===== config.mk =====
export PLATFORM = sky130hd
export DESIGN_NAME = pkt_snoop_mon
export DESIGN_NICKNAME = d
export VERILOG_FILES = /design/src/rtl/pkt_snoop_pkg.sv /design/src/rtl/snoop_stamp.sv /design/src/rtl/snoop_assembler.sv /design/src/rtl/snoop_slot.sv /design/src/rtl/pkt_snoop_mon.sv
export SDC_FILE = /design/constraint.sdc
export NUM_CORES = 1
export LEC_CHECK = 0
export BUFFER_PORTS_ARGS = -buffer_cell sky130_fd_sc_hd__buf_2
export CAP_MARGIN = 20
export CORE_UTILIZATION = 56
export CTS_BUF_LIST = sky130_fd_sc_hd__clkbuf_8
export CTS_CLUSTER_SIZE = 16
export DETAILED_ROUTE_END_ITERATION = 7
export HOLD_SLACK_MARGIN = 0.06
export PLACE_DENSITY = 0.89
export SYNTH_ARGS = -nofsm -noshare
export SYNTH_HDL_FRONTEND = slang
export SYNTH_SLANG_ARGS = --single-unit

===== constraint.sdc =====
create_clock -name clk -period 2.3 [get_ports clk]
set_clock_uncertainty 0.1 [all_clocks]
set_input_delay 0.46 -clock clk [delete_from_list [all_inputs] [get_ports clk]]
set_output_delay 0.46 -clock clk [all_outputs]
set_load 0.05 [all_outputs]

===== src/rtl/pkt_snoop_pkg.sv =====
package pkt_snoop_pkg;

   // Packet assembly state: waiting for an opening beat, or inside a packet.
   typedef enum logic {
      SNP_WAIT = 1'b0,
      SNP_OPEN = 1'b1
   } snoop_state_e;

   // Width of one packed summary: {beats, first, final, t_start, t_end}.
   function automatic int unsigned summary_width(int unsigned beat_w,
                                                 int unsigned data_w,
                                                 int unsigned stamp_w);
      return beat_w + 2 * data_w + 2 * stamp_w;
   endfunction

endpackage


===== src/rtl/snoop_stamp.sv =====
module snoop_stamp #(
   parameter int unsigned STAMP_W = 32
) (
   input  logic               clk,
   input  logic               rst,
   output logic [STAMP_W-1:0] stamp
);

   always_ff @(posedge clk) begin
      if (rst) stamp <= '0;
      else     stamp <= stamp + STAMP_W'(1);
   end

endmodule


===== src/rtl/snoop_assembler.sv =====
module snoop_assembler
   import pkt_snoop_pkg::*;
#(
   parameter int unsigned DATA_W  = 32,
   parameter int unsigned BEAT_W  = 16,
   parameter int unsigned STAMP_W = 32
) (
   input  logic               clk,
   input  logic               rst,
   input  logic               tap_valid,
   input  logic               tap_ready,
   input  logic               tap_last,
   input  logic [DATA_W-1:0]  tap_data,
   input  logic [STAMP_W-1:0] stamp,
   output logic               done,
   output logic [BEAT_W-1:0]  sum_beats,
   output logic [DATA_W-1:0]  sum_first,
   output logic [DATA_W-1:0]  sum_final,
   output logic [STAMP_W-1:0] sum_t_start,
   output logic [STAMP_W-1:0] sum_t_end
);

   snoop_state_e       state_q;
   logic [BEAT_W-1:0]  beats_q;
   logic [DATA_W-1:0]  first_q;
   logic [STAMP_W-1:0] t_start_q;
   logic               accept;
   logic               opening;

   assign accept  = tap_valid && tap_ready;
   assign opening = (state_q == SNP_WAIT);

   always_ff @(posedge clk) begin
      if (rst) begin
         state_q   <= SNP_WAIT;
         beats_q   <= '0;
         first_q   <= '0;
         t_start_q <= '0;
      end else if (accept) begin
         if (opening) begin
            first_q   <= tap_data;
            t_start_q <= stamp;
            beats_q   <= BEAT_W'(1);
            state_q   <= tap_last ? SNP_WAIT : SNP_OPEN;
         end else begin
            beats_q <= beats_q + BEAT_W'(1);
            if (tap_last) state_q <= SNP_WAIT;
         end
      end
   end

   // The completing beat is folded in combinationally so the summary is
   // registered by the slots on the same edge that accepts the final beat.
   always_comb begin
      done        = accept && tap_last;
      sum_beats   = opening ? BEAT_W'(1) : beats_q + BEAT_W'(1);
      sum_first   = opening ? tap_data : first_q;
      sum_final   = tap_data;
      sum_t_start = opening ? stamp : t_start_q;
      sum_t_end   = stamp;
   end

endmodule


===== src/rtl/snoop_slot.sv =====
module snoop_slot #(
   parameter int unsigned SUM_W = 128
) (
   input  logic             clk,
   input  logic             rst,
   input  logic             pub,
   input  logic [SUM_W-1:0] sum_in,
   input  logic             ack,
   output logic             vld,
   output logic [SUM_W-1:0] sum_out,
   output logic             drop
);

   logic room;

   assign room = !vld || ack;

   always_ff @(posedge clk) begin
      if (rst) begin
         vld     <= 1'b0;
         sum_out <= '0;
         drop    <= 1'b0;
      end else if (pub && room) begin
         vld     <= 1'b1;
         sum_out <= sum_in;
      end else if (pub) begin
         drop    <= 1'b1;
      end else if (ack) begin
         vld     <= 1'b0;
      end
   end

endmodule


===== src/rtl/pkt_snoop_mon.sv =====
module pkt_snoop_mon
   import pkt_snoop_pkg::*;
#(
   parameter int unsigned DATA_W  = 32,
   parameter int unsigned BEAT_W  = 16,
   parameter int unsigned STAMP_W = 32,
   parameter int unsigned COUNT_W = 32
) (
   input  logic               clk,
   input  logic               rst,
   input  logic               bus_valid,
   input  logic               bus_ready,
   input  logic               bus_last,
   input  logic [DATA_W-1:0]  bus_data,
   output logic               chk_valid,
   input  logic               chk_ack,
   output logic [BEAT_W-1:0]  chk_beats,
   output logic [DATA_W-1:0]  chk_first,
   output logic [DATA_W-1:0]  chk_final,
   output logic [STAMP_W-1:0] chk_t_start,
   output logic [STAMP_W-1:0] chk_t_end,
   output logic               chk_drop,
   output logic               sts_valid,
   input  logic               sts_ack,
   output logic [BEAT_W-1:0]  sts_beats,
   output logic [DATA_W-1:0]  sts_first,
   output logic [DATA_W-1:0]  sts_final,
   output logic [STAMP_W-1:0] sts_t_start,
   output logic [STAMP_W-1:0] sts_t_end,
   output logic               sts_drop,
   output logic [COUNT_W-1:0] pkt_count
);

   localparam int unsigned SUM_W = summary_width(BEAT_W, DATA_W, STAMP_W);
   localparam int unsigned NPORT = 2;   // checker slot, statistics slot

   // Elaboration-time parameter checks.
   if (DATA_W < 1) begin : g_bad_data
      $error("pkt_snoop_mon: DATA_W must be at least 1");
   end
   if (BEAT_W < 2) begin : g_bad_beat
      $error("pkt_snoop_mon: BEAT_W must be at least 2");
   end
   if (STAMP_W < 8) begin : g_bad_stamp
      $error("pkt_snoop_mon: STAMP_W must be at least 8");
   end
   if (COUNT_W < 1) begin : g_bad_count
      $error("pkt_snoop_mon: COUNT_W must be at least 1");
   end

   logic [STAMP_W-1:0]            stamp;
   logic                          pub;
   logic [BEAT_W-1:0]             a_beats;
   logic [DATA_W-1:0]             a_first;
   logic [DATA_W-1:0]             a_final;
   logic [STAMP_W-1:0]            a_t_start;
   logic [STAMP_W-1:0]            a_t_end;
   logic [SUM_W-1:0]              sum_pack;
   logic [NPORT-1:0]              p_ack;
   logic [NPORT-1:0]              p_vld;
   logic [NPORT-1:0]              p_drop;
   logic [NPORT-1:0][SUM_W-1:0]   p_sum;

   snoop_stamp #(
      .STAMP_W (STAMP_W)
   ) u_stamp (
      .clk   (clk),
      .rst   (rst),
      .stamp (stamp)
   );

   snoop_assembler #(
      .DATA_W  (DATA_W),
      .BEAT_W  (BEAT_W),
      .STAMP_W (STAMP_W)
   ) u_asm (
      .clk         (clk),
      .rst         (rst),
      .tap_valid   (bus_valid),
      .tap_ready   (bus_ready),
      .tap_last    (bus_last),
      .tap_data    (bus_data),
      .stamp       (stamp),
      .done        (pub),
      .sum_beats   (a_beats),
      .sum_first   (a_first),
      .sum_final   (a_final),
      .sum_t_start (a_t_start),
      .sum_t_end   (a_t_end)
   );

   assign sum_pack = {a_beats, a_first, a_final, a_t_start, a_t_end};
   assign p_ack    = {sts_ack, chk_ack};

   for (genvar gi = 0; gi < NPORT; gi++) begin : g_slot
      snoop_slot #(
         .SUM_W (SUM_W)
      ) u_slot (
         .clk     (clk),
         .rst     (rst),
         .pub     (pub),
         .sum_in  (sum_pack),
         .ack     (p_ack[gi]),
         .vld     (p_vld[gi]),
         .sum_out (p_sum[gi]),
         .drop    (p_drop[gi])
      );
   end

   assign chk_valid = p_vld[0];
   assign chk_drop  = p_drop[0];
   assign {chk_beats, chk_first, chk_final, chk_t_start, chk_t_end} = p_sum[0];
   assign sts_valid = p_vld[1];
   assign sts_drop  = p_drop[1];
   assign {sts_beats, sts_first, sts_final, sts_t_start, sts_t_end} = p_sum[1];

   always_ff @(posedge clk) begin
      if (rst)      pkt_count <= '0;
      else if (pub) pkt_count <= pkt_count + COUNT_W'(1);
   end

endmodule


# Word-level counts from Yosys, hierarchy flattened
# Index checks and enable logic that the tools add are counted.
# totals
regBits	437
in_bits	39
output_inout_bits	324
elab_cells	43
# op_classes
add_sub_neg	3
n_eq_ne	2
muxes	10
n_bitwise	2
reduce_logical	14
# ops
op	count
$add 32x1->32 const B	2
$mux 32	2
$add 16x1->16 const B	1
$mux 16	1
$reduce_and 2->1	4
$mux 1	7
$logic_and 1x1->1	4
$reduce_bool 2->1	2
$logic_not 1->1	2
$logic_or 1x1->1	2
$ne 2x1->1 const B	1
$ne 2x2->1 const B	1
$not 1->1	2

# Logic depth before layout (Yosys ltp)
# Gate-level depths: netlist (run 1).
# depth
word_depth	5
mapped_depth	8
depth_no_buf	5

# By module
# Synthesis (run 1) repeated with hierarchy kept, for this count alone.
# hier_totals
cells_unflattened	2180
hier_area_um2	20557.2
# by_module_without_submodules
module	instances	cells_per_inst	area_per_inst_um2	seq_area_each_um2
snoop_slot	2	632	6461.2	2922.8
snoop_assembler	1	567	4595.7	1621.6
pkt_snoop_mon	1	181	1564.0	640.6
snoop_stamp	1	168	1475.2	640.6

# Worst setup path before layout (run 1)
# No wires, ideal clock.
# synth_path
path_type	reg-to-reg
start	register pkt_count[0]
end	register pkt_count[20]
arrival_ns	2.116
required_ns	2.130
setup_slack_ns	0.014
stages_incl_launch_ff	8
n_path_buf	2
path_cell_list	dfxtp_1 > ha_1 > and4_1 > clkbuf_1 > nand2_1 > clkbuf_1 > or4_1 > a21oi_1
# synth_between
elab_chain_cells	1
# synth_rtl
element	line	rtl
start, declared	pkt_snoop_mon.sv:31	output logic [COUNT_W-1:0] pkt_count
start signal, assigned	pkt_snoop_mon.sv:119	else if (pub) pkt_count <= pkt_count + COUNT_W'(1);
$add 32x1->32	pkt_snoop_mon.sv:119	
# Every way passes these cells.
# A chain may end at the register's enable or synchronous reset.

# Final worst setup path (run 1)
# layout_path
start	register u_asm.beats_q[6]
end	register u_asm.beats_q[15]
# layout_between
elab_chain_cells	2
# layout_rtl
element	line	rtl
start, declared	snoop_assembler.sv:24	logic [BEAT_W-1:0] beats_q;
start signal, assigned	snoop_assembler.sv:46	beats_q <= beats_q + BEAT_W'(1);
$add 16x1->16	snoop_assembler.sv:46	
$mux 16	snoop_assembler.sv:40	if (opening) begin
# Every way passes these cells.

==> results.tsv, run 1 <==
stage	metric	value	unit
outcome	outcome	finished clean	
die	DIE HEIGHT	175	um
die	I/O Pins	363	
timing	final setup TNS	0	ns
critical_path	kind of critical path	reg2reg	
synthesis	synth warn	0	
critical_path	arrival time worst endpoint	2.57	ns
run	Max-Cap Viols	0	
grt	met2 GRT Util	49.9	%
cts	TritonCTS Buffers	71	
synthesis	#FFs+latches synth	437	
die	Die Width	175	um
synthesis	Mean Syn Cell Area	8.46	um2
cts	Worst-Skew Late Latency	0.58	ns
place	GP Congestion	0.884	
cells_and_area	nets@finish	2388	
timing	actual slew at the worst max-slew pin	0.556	ns
synthesis	top cell type's share of synthesized area	52.0	%
timing	Slew HR	62.6	%
drt	Detail Route Antenna Nets	0	
timing	Final WS setup	0.129	ns
synthesis	simple-gate area share of the yosys netlist	21.7	%
grt	largest net degree at the start of global routing	122	
grt	initial antenna violation count	0	
cts	CTS tree	built	
critical_path	Worst Path Required	2.70	ns
cells_and_area	P&R area growth vs syn	23.8	%
timing	fmax	0.461	GHz
cells_and_area	Register Area	8750	um2
synthesis	top cell type by total area after synthesis	dfxtp_1	
synthesis	Synth Area in Adders	0.223	%
die	die area	30800	um2
cts	deepest clock path buffer count	3	
synthesis	Netlist cell types	52	
cells_and_area	Ant. Diodes	0	
grt	vias in the first global route	15557	
power	leak pwr	8.19	nW
cts	clock sink total	437	
power	Peak supply drop	551	uV
die	Initial Util	56.8	%
critical_path	Setup crit end kind	flop	
synthesis	Seq/Total Area, Yosys	52.0	%
grt	Top Usage Layer GRT	met2	
synthesis	syn_nets	2032	
power	PD cells	762	nW/um2
critical_path	worst reg2reg setup slack	0.13	ns
drt	drt via density	5.85	
cts	root buf cell	clkbuf_8	
cts	CTS H-Tree Depth	3	
timing	max-slew violations	0	
die	Core ar.	29600	um2
grt	global route overflow	0	
synthesis	mux cell area share after synthesis	3.94	%
grt	met3 Track Usage GR	6.43	%
timing	# setup viols final	0	
drt	DR WL/cell	17.7	um
min_path	hold depth	3	
critical_path	startpoint types	flop	
timing	Final Hold Viols	0	
cts	Clock Pin Slew Worst Setup and Hold Paths	0.06	ns
drt	Vias	16258	
drt	initial drt markers	1365	
timing	Final Cycle Share	94.4	%
synthesis	xor and xnor area share after synthesis	1.20	%
cells_and_area	share of cells above drive strength 1	22.6	%
timing	RSZ-0062 raised after global routing	false	
place	detailed placement HPWL	32400	um
synthesis	Synth area leaders	dfxtp_1, nand2_1, a21oi_1	
synthesis	Primary FF master, synth	dfxtp_1	
timing	final hold slack	0.0975	ns
place	Post-Place Cells	2634	
grt	grt met1 use	37.6	%
synthesis	FFs w/ async S/R, synth	0	%
synthesis	compound-gate portion of the synthesized area	16.8	%
synthesis	Syn Std Cell Area	16800	um2
cells_and_area	final cell count without fillers	2780	
place	PortBufs	362	
cells_and_area	area of the multi-input gates	7430	um2
synthesis	Post-synth EDFFs	0	
min_path	HP Class	in2reg	
die	Rows	63	
synthesis	Gate Count Post-Synth	1990	
critical_path	largest fanout on the critical path	8	
timing	Period minus WS final	2.17	ns
drt	routed wire length	49300	um
place	DP Worst Slack	0.121	ns
grt	first-pass GRT wire length	77500	um
grt	All-Layer GR Usage	30.8	%
drt	DRC errors left	0	
critical_path	R2R depth	4	
drt	First-pass DRT Iterations	5	
synthesis	largest family of logic cells by synthesized area	simple AND/OR/NAND/NOR gates	
cells_and_area	number of fill cells in the layout	2162	
-- metal layers --
layer | up-vias | wire length, um
met5 | - | 0
met4 | 0 | 2530
met3 | 176 | 3650
met2 | 734 | 23200
met1 | 7711 | 19900
li1 | 7637 | -
-- final timing paths --
check,start,to
max,u_asm.beats_q[6]$_SDFFE_PP0N_,u_asm.beats_q[15]$_SDFFE_PP0N_
min,bus_data[18],u_asm.first_q[18]$_SDFFE_PP0N_
max reg2reg,u_asm.beats_q[6]$_SDFFE_PP0N_,u_asm.beats_q[15]$_SDFFE_PP0N_
min reg2reg,g_slot[0].u_slot.sum_out[68]$_SDFFE_PP0P_,g_slot[0].u_slot.sum_out[68]$_SDFFE_PP0P_
-- cells in the final DEF (no fill, tap or decap), drive strengths merged, types with 8 or more instances in the layout --
cell and n:
a211oi 129, a21oi 250, and3 8, and4 13, buf 427, clkbuf 83, dfxtp 437, dlygate4sd3 29
inv 37, mux2i 64, nand2 433, nand3 43, nand3b 33, nand4 25, nor2 168, nor4 9
o21ai 29, o31ai 33, or3 14, or4 37, xnor2 9, xor2 14
-- area by class of cell --
type	instances	share of cell area [%]
Clock inverter	34	0.864
Inverter	11	0.198
Tap cell	390	2.34
Sequential cell	437	42.0
Multi-Input combinational cell	1369	35.6
Clock buffer	83	5.48
Timing Repair Buffer	456	13.5
-- logic make-up (layout without fill, tap and decap cells) --
group,after synthesis,in the layout
multiplexers,66,66
XOR/XNOR,23,23
flip-flops,437,437
AND/OR/NAND/NOR,809,809
buffers and inverters,184,584
AO/OA/AOI/OAI,468,468
adder cells (fa/ha/maj),3,3
-- critical path, cell delays in order, from the launching register on --
cell     delay, ns
dfxtp_1       0.48
nand4_4       0.21
or4_4         0.59
or4_1         0.54
a31oi_1       0.18
-- report_power, final --
| part | total, mW | leakage [nW] | switching, mW | internal (mW) |
|---|---|---|---|---|
| sequential | 7.88 | 3.54 | 0.119 | 7.77 |
| combinational | 1.67 | 3.88 | 1.23 | 0.439 |
| clock | 6.33 | 0.764 | 2.95 | 3.38 |
-- Yosys cell counts, drive strengths merged (3+ instances only) --
master,count
a211oi,129
a21oi,250
a31oi,4
and2,3
and3,8
and4,13
buf,12
clkbuf,161
dfxtp,437
ha,3
inv,11
mux2i,64
nand2,433
nand2b,7
nand3,43
nand3b,33
nand4,25
nor2,168
nor2b,4
nor3,6
nor4,9
o211ai,5
o21a,3
o21ai,29
o311ai,7
o31ai,33
or3,14
or4,37
xnor2,9
xor2,14
-- what timing repair did --
item,CTS,global route
setup endpoints to repair,0,1
gates resized for setup,0,1
endpoints found under the hold margin,77,0
buffers inserted,0,0
hold buffers,29,0
-- stage by stage --
stage                     instance area, um2  utilization [%]  total power, mW
after floorplan                        16800                -             9.16
after global placement                 19200             64.9             9.61
after detailed placement               19200             64.9             9.65
after CTS                              20800             70.3             15.9
after global routing                   20800             70.3             16.4
final                                  20800             70.3             15.9
-- state kept, by name, summed over array words and instances (netlist names) --
signal / flops
u_asm.state_q: 1
g_slot.u_slot.drop: 2
pkt_count: 32
g_slot.u_slot.vld: 2
u_asm.beats_q: 16
g_slot.u_slot.sum_out: 288
u_asm.t_start_q: 32
u_asm.first_q: 32
u_stamp.stamp: 32
Note: power is estimated with default switching activity, not from simulation.
==> inputs of run 2 (changes only) <==
--- a/config.mk
+++ b/config.mk
@@ -7,12 +7,11 @@
 export LEC_CHECK = 0
 export BUFFER_PORTS_ARGS = -buffer_cell sky130_fd_sc_hd__buf_2
 export CAP_MARGIN = 20
-export CORE_UTILIZATION = 56
-export CTS_BUF_LIST = sky130_fd_sc_hd__clkbuf_8
+export CORE_UTILIZATION = 54
 export CTS_CLUSTER_SIZE = 16
 export DETAILED_ROUTE_END_ITERATION = 7
 export HOLD_SLACK_MARGIN = 0.06
-export PLACE_DENSITY = 0.89
+export PLACE_DENSITY = 0.86
 export SYNTH_ARGS = -nofsm -noshare
 export SYNTH_HDL_FRONTEND = slang
 export SYNTH_SLANG_ARGS = --single-unit
==> run 2 against run 1 <==
Against the previous run:
- register-to-register slack hardly changed
- global-route usage is 2.5 points lower
- final area is 0.70% lower
- die area is 3.7% higher
- power is 4.1% higher
- clock power is 11% higher
- utilization is 2.8 points lower
- critical endpoint unchanged
- combinational power is 2% lower
- non-clock buffer count is 29 lower
- maximum frequency hardly changed
- hold slack worse by 0.0056 ns
- critical path depth stayed put
==> results.tsv, run 2 (synthesis results as in run 1) <==
stage	metric	value	unit
cells_and_area	final instance area	20700	um2
die	DIE HEIGHT	179	um
die	Core ar.	30700	um2
outcome	outcome	finished clean	
critical_path	arrival time worst endpoint	2.52	ns
cts	CTS tree	built	
grt	first-pass GRT wire length	73100	um
cts	root buf cell	clkbuf_16	
cells_and_area	Top reg by flops	g_slot.u_slot.sum_out	
critical_path	Setup crit end kind	flop	
drt	drt via density	5.82	
run	Max-Cap Viols	0	
timing	Final Hold Viols	0	
timing	actual slew at the worst max-slew pin	0.640	ns
timing	Period minus WS final	2.17	ns
timing	fmax	0.461	GHz
grt	largest net degree at the start of global routing	151	
place	PortBufs	362	
place	DP Worst Slack	0.139	ns
timing	final setup TNS	0	ns
drt	routed wire length	47700	um
drt	DRC errors left	0	
power	PD cells	799	nW/um2
die	Initial Util	54.9	%
cells_and_area	number of fill cells in the layout	2422	
place	GP Congestion	0.867	
min_path	hold depth	3	
timing	# setup viols final	0	
timing	Final Cycle Share	94.4	%
drt	DR WL/cell	17.5	um
timing	Slew HR	57.3	%
cts	clock sink total	437	
grt	initial antenna violation count	2	
critical_path	Cell Chain, Critical Path	nand4_4 -> or4_4 -> or4_1 -> a31oi_1	
critical_path	Worst Path Required	2.65	ns
cts	deepest clock path buffer count	3	
min_path	HP Class	in2reg	
critical_path	r2r endpoint	u_asm.beats_q[15]$_SDFFE_PP0N_	
place	DP Area	19300	um2
cells_and_area	most frequent cells in the layout	dfxtp_1, nand2_1, buf_2	
place	detailed placement HPWL	32000	um
timing	Final WS setup	0.129	ns
critical_path	Critical R2R Launch	u_asm.beats_q[5]$_SDFFE_PP0N_	
drt	initial drt markers	1232	
critical_path	largest fanout on the critical path	8	
grt	global route overflow	0	
grt	All-Layer GR Usage	28.3	%
critical_path	kind of critical path	reg2reg	
timing	RSZ-0062 raised after global routing	false	
die	Rows	64	
timing	max-slew violations	0	
drt	First-pass DRT Iterations	7	
cts	TritonCTS Buffers	44	
min_path	worst hold endpoint	g_slot[0].u_slot.sum_out[88]$_SDFFE_PP0P_	
cts	CTS H-Tree Depth	2	
grt	vias in the first global route	14370	
die	die area	31900	um2
cells_and_area	most common cell after layout, fill and taps aside	dfxtp_1	
power	leak pwr	8.00	nW
critical_path	CP max-delay cell	or4_4	
critical_path	startpoint types	flop	
power	Peak supply drop	575	uV
cts	CTS resizes	0	
die	I/O Pins	363	
cells_and_area	P&R area growth vs syn	22.9	%
drt	Detail Route Antenna Nets	0	
die	Die Width	179	um
cells_and_area	nets@finish	2332	
cells_and_area	max reg flops	288	
critical_path	R2R depth	4	
cts	Clock Pin Slew Worst Setup and Hold Paths	0.06	ns
drt	Vias	15821	
cts	Worst-Skew Late Latency	0.54	ns
cells_and_area	share of cells above drive strength 1	21.8	%
min_path	HP Start	bus_data[24]	
critical_path	CP max stage delay	0.60	ns
critical_path	worst reg2reg setup slack	0.13	ns
run 2: changes by cell type in the layout (fill, tap and decap cells not counted), sizes merged:
cell         previous run  this run
clkinvlp                3         2
clkinv                  4         5
diode                   0         2
dlygate4sd3            29         0
inv                    37        13
clkbuf                 83        65
bufinv                  1         3
run 2: critical path, delay by kind of cell (launching register included):
kind,cells,cell delay (ns)
flops,1,0.49
compound gates,1,0.16
simple gates,3,1.33
run 2: power by group:
group          switching [mW]  internal [mW]  leakage [nW]
Sequential              0.110           7.76          3.54
Clock                    2.93           4.11         0.683
Combinational            1.22          0.408          3.77
Total                    4.26           12.3          8.00
run 2: repair_timing:
item / 4_1_cts / 5_1_grt
hold buffers: 0 / 0
setup buffers: 0 / 2
endpoints found under the hold margin: 0 / 0
endpoints found under the setup margin: 0 / 3
run 2: cell type report:
cell class / instances / area [um2] / area share [%]
antenna: 2 / 5.00 / 0.0242
clock buffer: 65 / 1250 / 6.05
clock inverter: 12 / 159 / 0.768
inverter: 11 / 41.3 / 0.199
multi-input combinational: 1369 / 7420 / 35.9
sequential: 437 / 8750 / 42.3
tap: 396 / 495 / 2.39
timing repair buffer: 427 / 2570 / 12.4
run 2: worst max path at each step:
stage                                  startpoint                                    endpoint  cells after the start  slack (ns)
finish              u_asm.beats_q[5]$_SDFFE_PP0N_              u_asm.beats_q[15]$_SDFFE_PP0N_                      4        0.13
global route         u_stamp.stamp[12]$_SDFF_PP0_                u_stamp.stamp[22]$_SDFF_PP0_                      4        0.02
CTS                 u_asm.beats_q[1]$_SDFFE_PP0N_  g_slot[1].u_slot.sum_out[138]$_SDFFE_PP0P_                      5        0.09
detailed placement  u_asm.beats_q[1]$_SDFFE_PP0N_  g_slot[1].u_slot.sum_out[138]$_SDFFE_PP0P_                      5        0.14
global placement                        bus_valid                  pkt_count[31]$_SDFFE_PP0P_                      6        0.21
floorplan               pkt_count[0]$_SDFFE_PP0P_                  pkt_count[20]$_SDFFE_PP0P_                      7        0.01
run 2: metal layers:
metal  up-vias  global-route usage, %  wire length, um
li1       7532                      -                -
met1      7435                   35.8            19700
met2       708                   46.3            22200
met3       146                   5.14             3520
met4         0                   14.3             2310
met5         -                      0                0
run 2: through the flow:
| stage | total power [mW] | instances | hold slack [ns] | utilization, % |
|---|---|---|---|---|
| CTS | 16.6 | 2715 | 0.0814 | 67.4 |
| global placement | 9.62 | 2638 | 0.338 | 62.8 |
| floorplan | 9.16 | 1990 | 0.336 | - |
| global route | 17.1 | 2719 | 0.0919 | 67.5 |
| finish | 16.5 | 2719 | 0.0918 | 67.5 |
| detailed placement | 9.66 | 2638 | 0.343 | 62.8 |
==> inputs of run 3 (changes only) <==
--- a/config.mk
+++ b/config.mk
@@ -5,13 +5,14 @@
 export SDC_FILE = /design/constraint.sdc
 export NUM_CORES = 1
 export LEC_CHECK = 0
+export ABC_AREA = 1
 export BUFFER_PORTS_ARGS = -buffer_cell sky130_fd_sc_hd__buf_2
 export CAP_MARGIN = 20
-export CORE_UTILIZATION = 54
+export CORE_UTILIZATION = 55
 export CTS_CLUSTER_SIZE = 16
 export DETAILED_ROUTE_END_ITERATION = 7
 export HOLD_SLACK_MARGIN = 0.06
-export PLACE_DENSITY = 0.86
+export PLACE_DENSITY = 0.87
 export SYNTH_ARGS = -nofsm -noshare
 export SYNTH_HDL_FRONTEND = slang
 export SYNTH_SLANG_ARGS = --single-unit
==> constraint.sdc (replaced) <==
create_clock -name clk -period 2.31 [get_ports clk]
set_clock_uncertainty 0.1 [all_clocks]
set_input_delay 0.462 -clock clk [delete_from_list [all_inputs] [get_ports clk]]
set_output_delay 0.462 -clock clk [all_outputs]
set_load 0.05 [all_outputs]
==> run 3 against run 2 <==
Against the previous run:
- area after synthesis is 4.0% higher
- power up 9.7%
- flip-flop and latch count stayed put
- register-to-register slack improved by 0.34 ns
- sequential share of layout area down 0.90 points
- wire length is 7.3% higher
- die area increased by 2.1%
- final cell count is 7.6% higher
- synthesized cell count increased by 11%
- clock-buffer cell count is 3 lower
- largest power group unchanged
==> results.tsv, run 3 <==
stage	metric	value	unit
outcome	outcome	finished clean	
synthesis	Syn Std Cell Area	17500	um2
timing	Final Cycle Share	81.1	%
critical_path	largest fanout on the critical path	6	
power	combinational group share of total power	12.8	%
timing	actual slew at the worst max-slew pin	0.762	ns
cts	TritonCTS Buffers	44	
cts	CTS H-Tree Depth	2	
grt	All-Layer GR Usage	30.5	%
power	Peak supply drop	670	uV
synthesis	syn_nets	2241	
grt	largest net degree at the start of global routing	113	
synthesis	top cell type's share of synthesized area	49.9	%
critical_path	startpoint types	flop	
drt	First-pass DRT Iterations	6	
cts	root buf cell	clkbuf_16	
run	Max-Cap Viols	0	
critical_path	Setup crit end kind	output pin	
min_path	HP Class	in2reg	
die	Rows	64	
cts	CTS tree	built	
timing	max-slew violations	0	
cts	deepest clock path buffer count	3	
timing	Period minus WS final	1.87	ns
synthesis	Synth Area in Adders	0.214	%
synthesis	Primary FF master, synth	dfxtp_1	
cts	CTS resizes	0	
timing	Slew HR	49.2	%
cts	setup bufs post-CTS	0	
power	leak pwr	9.12	nW
cts	CTS hold repair buffers	0	
cts	Clock Pin Slew Worst Setup and Hold Paths	0.06	ns
power	Int Pwr	13.2	mW
timing	fmax	0.534	GHz
drt	Detail Route Antenna Nets	0	
cells_and_area	most frequent cells in the layout	dfxtp_1, nor2_1, buf_2	
timing	# setup viols final	0	
critical_path	Crit path buffers/inverters	1	
critical_path	Cell Chain, Critical Path	buf_2	
timing	Final Hold Viols	0	
synthesis	cell with the most instances after synthesis	dfxtp_1	
grt	vias in the first global route	15639	
cells_and_area	Top reg by flops	g_slot.u_slot.sum_out	
die	Die Width	180	um
synthesis	#FFs+latches synth	437	
critical_path	R2R depth	8	
synthesis	largest family of logic cells by synthesized area	compound AO/OA/AOI/OAI gates	
synthesis	Gate Count Post-Synth	2199	
critical_path	r2r endpoint	u_stamp.stamp[30]$_SDFF_PP0_	
critical_path	start point of the critical path	pkt_count[15]$_SDFFE_PP0P_	
cts	Worst-Skew Late Latency	0.52	ns
cells_and_area	share of cells above drive strength 1	23.7	%
power	Clk pwr share	42.6	%
power	Psw	4.99	mW
critical_path	WP depth	1	
synthesis	top cell type by total area after synthesis	dfxtp_1	
place	GP Congestion	0.917	
critical_path	arrival time worst endpoint	1.31	ns
critical_path	worst reg2reg setup slack	0.47	ns
critical_path	crit-path leading delay family	flip-flops	
cells_and_area	max reg flops	288	
cells_and_area	nets@finish	2539	
synthesis	Netlist cell types	34	
grt	initial antenna violation count	0	
cts	clock sink total	437	
grt	first-pass GRT wire length	81200	um
drt	initial drt markers	1476	
place	PortBufs	362	
drt	drt via density	5.67	
critical_path	CP max-delay cell	dfxtp_1	
synthesis	Seq/Total Area, Yosys	49.9	%
die	I/O Pins	363	
synthesis	Synth top cells by count	dfxtp_1, nor2_1, o21ai_0	
synthesis	synth warn	0	
cells_and_area	P&R area growth vs syn	20.7	%
synthesis	simple-gate area share of the yosys netlist	18.3	%
place	detailed placement HPWL	34200	um
power	Sw Share	27.5	%
drt	Vias	16577	
drt	routed wire length	51200	um
die	DIE HEIGHT	180	um
grt	global route overflow	0	
die	Core ar.	31000	um2
synthesis	Mean Syn Cell Area	7.97	um2
timing	RSZ-0062 raised after global routing	false	
critical_path	CP max stage delay	0.47	ns
place	DP Area	19600	um2
drt	DRC errors left	0	
cells_and_area	Ant. Diodes	0	
power	PD cells	858	nW/um2
critical_path	Worst Path Required	1.75	ns
critical_path	Critical R2R Launch	u_stamp.stamp[1]$_SDFF_PP0_	
synthesis	xor and xnor area share after synthesis	0.250	%
timing	final setup TNS	0	ns
synthesis	Synth area leaders	dfxtp_1, o21ai_0, nor2_1	
die	Initial Util	56.5	%
cells_and_area	most common cell after layout, fill and taps aside	dfxtp_1	
critical_path	kind of critical path	reg2out	
cells_and_area	final instance area	21100	um2
synthesis	FFs w/ async S/R, synth	0	%
power	Seq pwr share	44.6	%
synthesis	mux cell area share after synthesis	0	%
synthesis	compound-gate portion of the synthesized area	23.9	%
drt	DR WL/cell	17.5	um
critical_path	end of the critical path	pkt_count[15]	
synthesis	Post-synth EDFFs	0	
die	die area	32600	um2
==> run 3: cells by family after synthesis <==
group                    Yosys count
AO/OA/AOI/OAI                    671
XOR/XNOR                           5
adder cells (fa/ha/maj)            3
buffers and inverters            294
flip-flops                       437
AND/OR/NAND/NOR                  789
==> run 3: per-stage QoR <==
| stage | util [%] | power, mW | worst slack [ns] | cells | hold slack (ns) |
|---|---|---|---|---|---|
| floorplan | - | 9.93 | 0.463 | 2199 | 0.339 |
| global placement | 63.1 | 10.5 | 0.407 | 2847 | 0.347 |
| detailed placement | 63.1 | 10.5 | 0.307 | 2847 | 0.356 |
| CTS | 68.2 | 18.2 | 0.435 | 2926 | 0.0824 |
| global route | 68.2 | 18.7 | 0.280 | 2926 | 0.0940 |
| finish | 68.2 | 18.1 | 0.436 | 2926 | 0.0974 |
==> run 3: how the worst min path moves through the flow <==
| stage | startpoint | endpoint | slack, ns | depth (start not counted) |
|---|---|---|---|---|
| floorplan | u_stamp.stamp[31]$_SDFF_PP0_ | u_stamp.stamp[31]$_SDFF_PP0_ | 0.34 | 2 |
| global placement | g_slot[1].u_slot.drop$_SDFFE_PP0P_ | g_slot[1].u_slot.drop$_SDFFE_PP0P_ | 0.35 | 2 |
| detailed placement | g_slot[0].u_slot.drop$_SDFFE_PP0P_ | g_slot[0].u_slot.drop$_SDFFE_PP0P_ | 0.36 | 2 |
| CTS | bus_data[20] | g_slot[0].u_slot.sum_out[84]$_SDFFE_PP0P_ | 0.08 | 3 |
| global route | bus_data[20] | g_slot[0].u_slot.sum_out[84]$_SDFFE_PP0P_ | 0.09 | 3 |
| finish | bus_data[20] | g_slot[0].u_slot.sum_out[84]$_SDFFE_PP0P_ | 0.1 | 3 |
==> run 3: routing by layer <==
layer / vias to the layer above / global-route usage (%) / part of all wire (%)
met5: - / 0 / 0
met4: 0 / 12.4 / 3.4
met3: 122 / 7.34 / 9.7
met2: 833 / 50.1 / 46
met1: 7749 / 38.5 / 40
li1: 7873 / - / -
==> run 3: power groups by stage <==
stage | Sequential [mW] | Combinational (mW) | Clock [mW]
after floorplan | 9.10 | 0.828 | 0
after global routing | 8.12 | 2.46 | 8.10
after global placement | 8.23 | 2.23 | 0
final | 8.09 | 2.32 | 7.74
after CTS | 8.09 | 2.31 | 7.78
after detailed placement | 8.24 | 2.29 | 0
==> run 3: final cells by class <==
cell class                 count  area [um2]
tap                          396         495
clock inverter                17         274
timing repair buffer         392        2270
inverter                     154         586
fill                        2396        9840
clock buffer                  62        1310
multi-input combinational   1468        7460
sequential                   437        8750
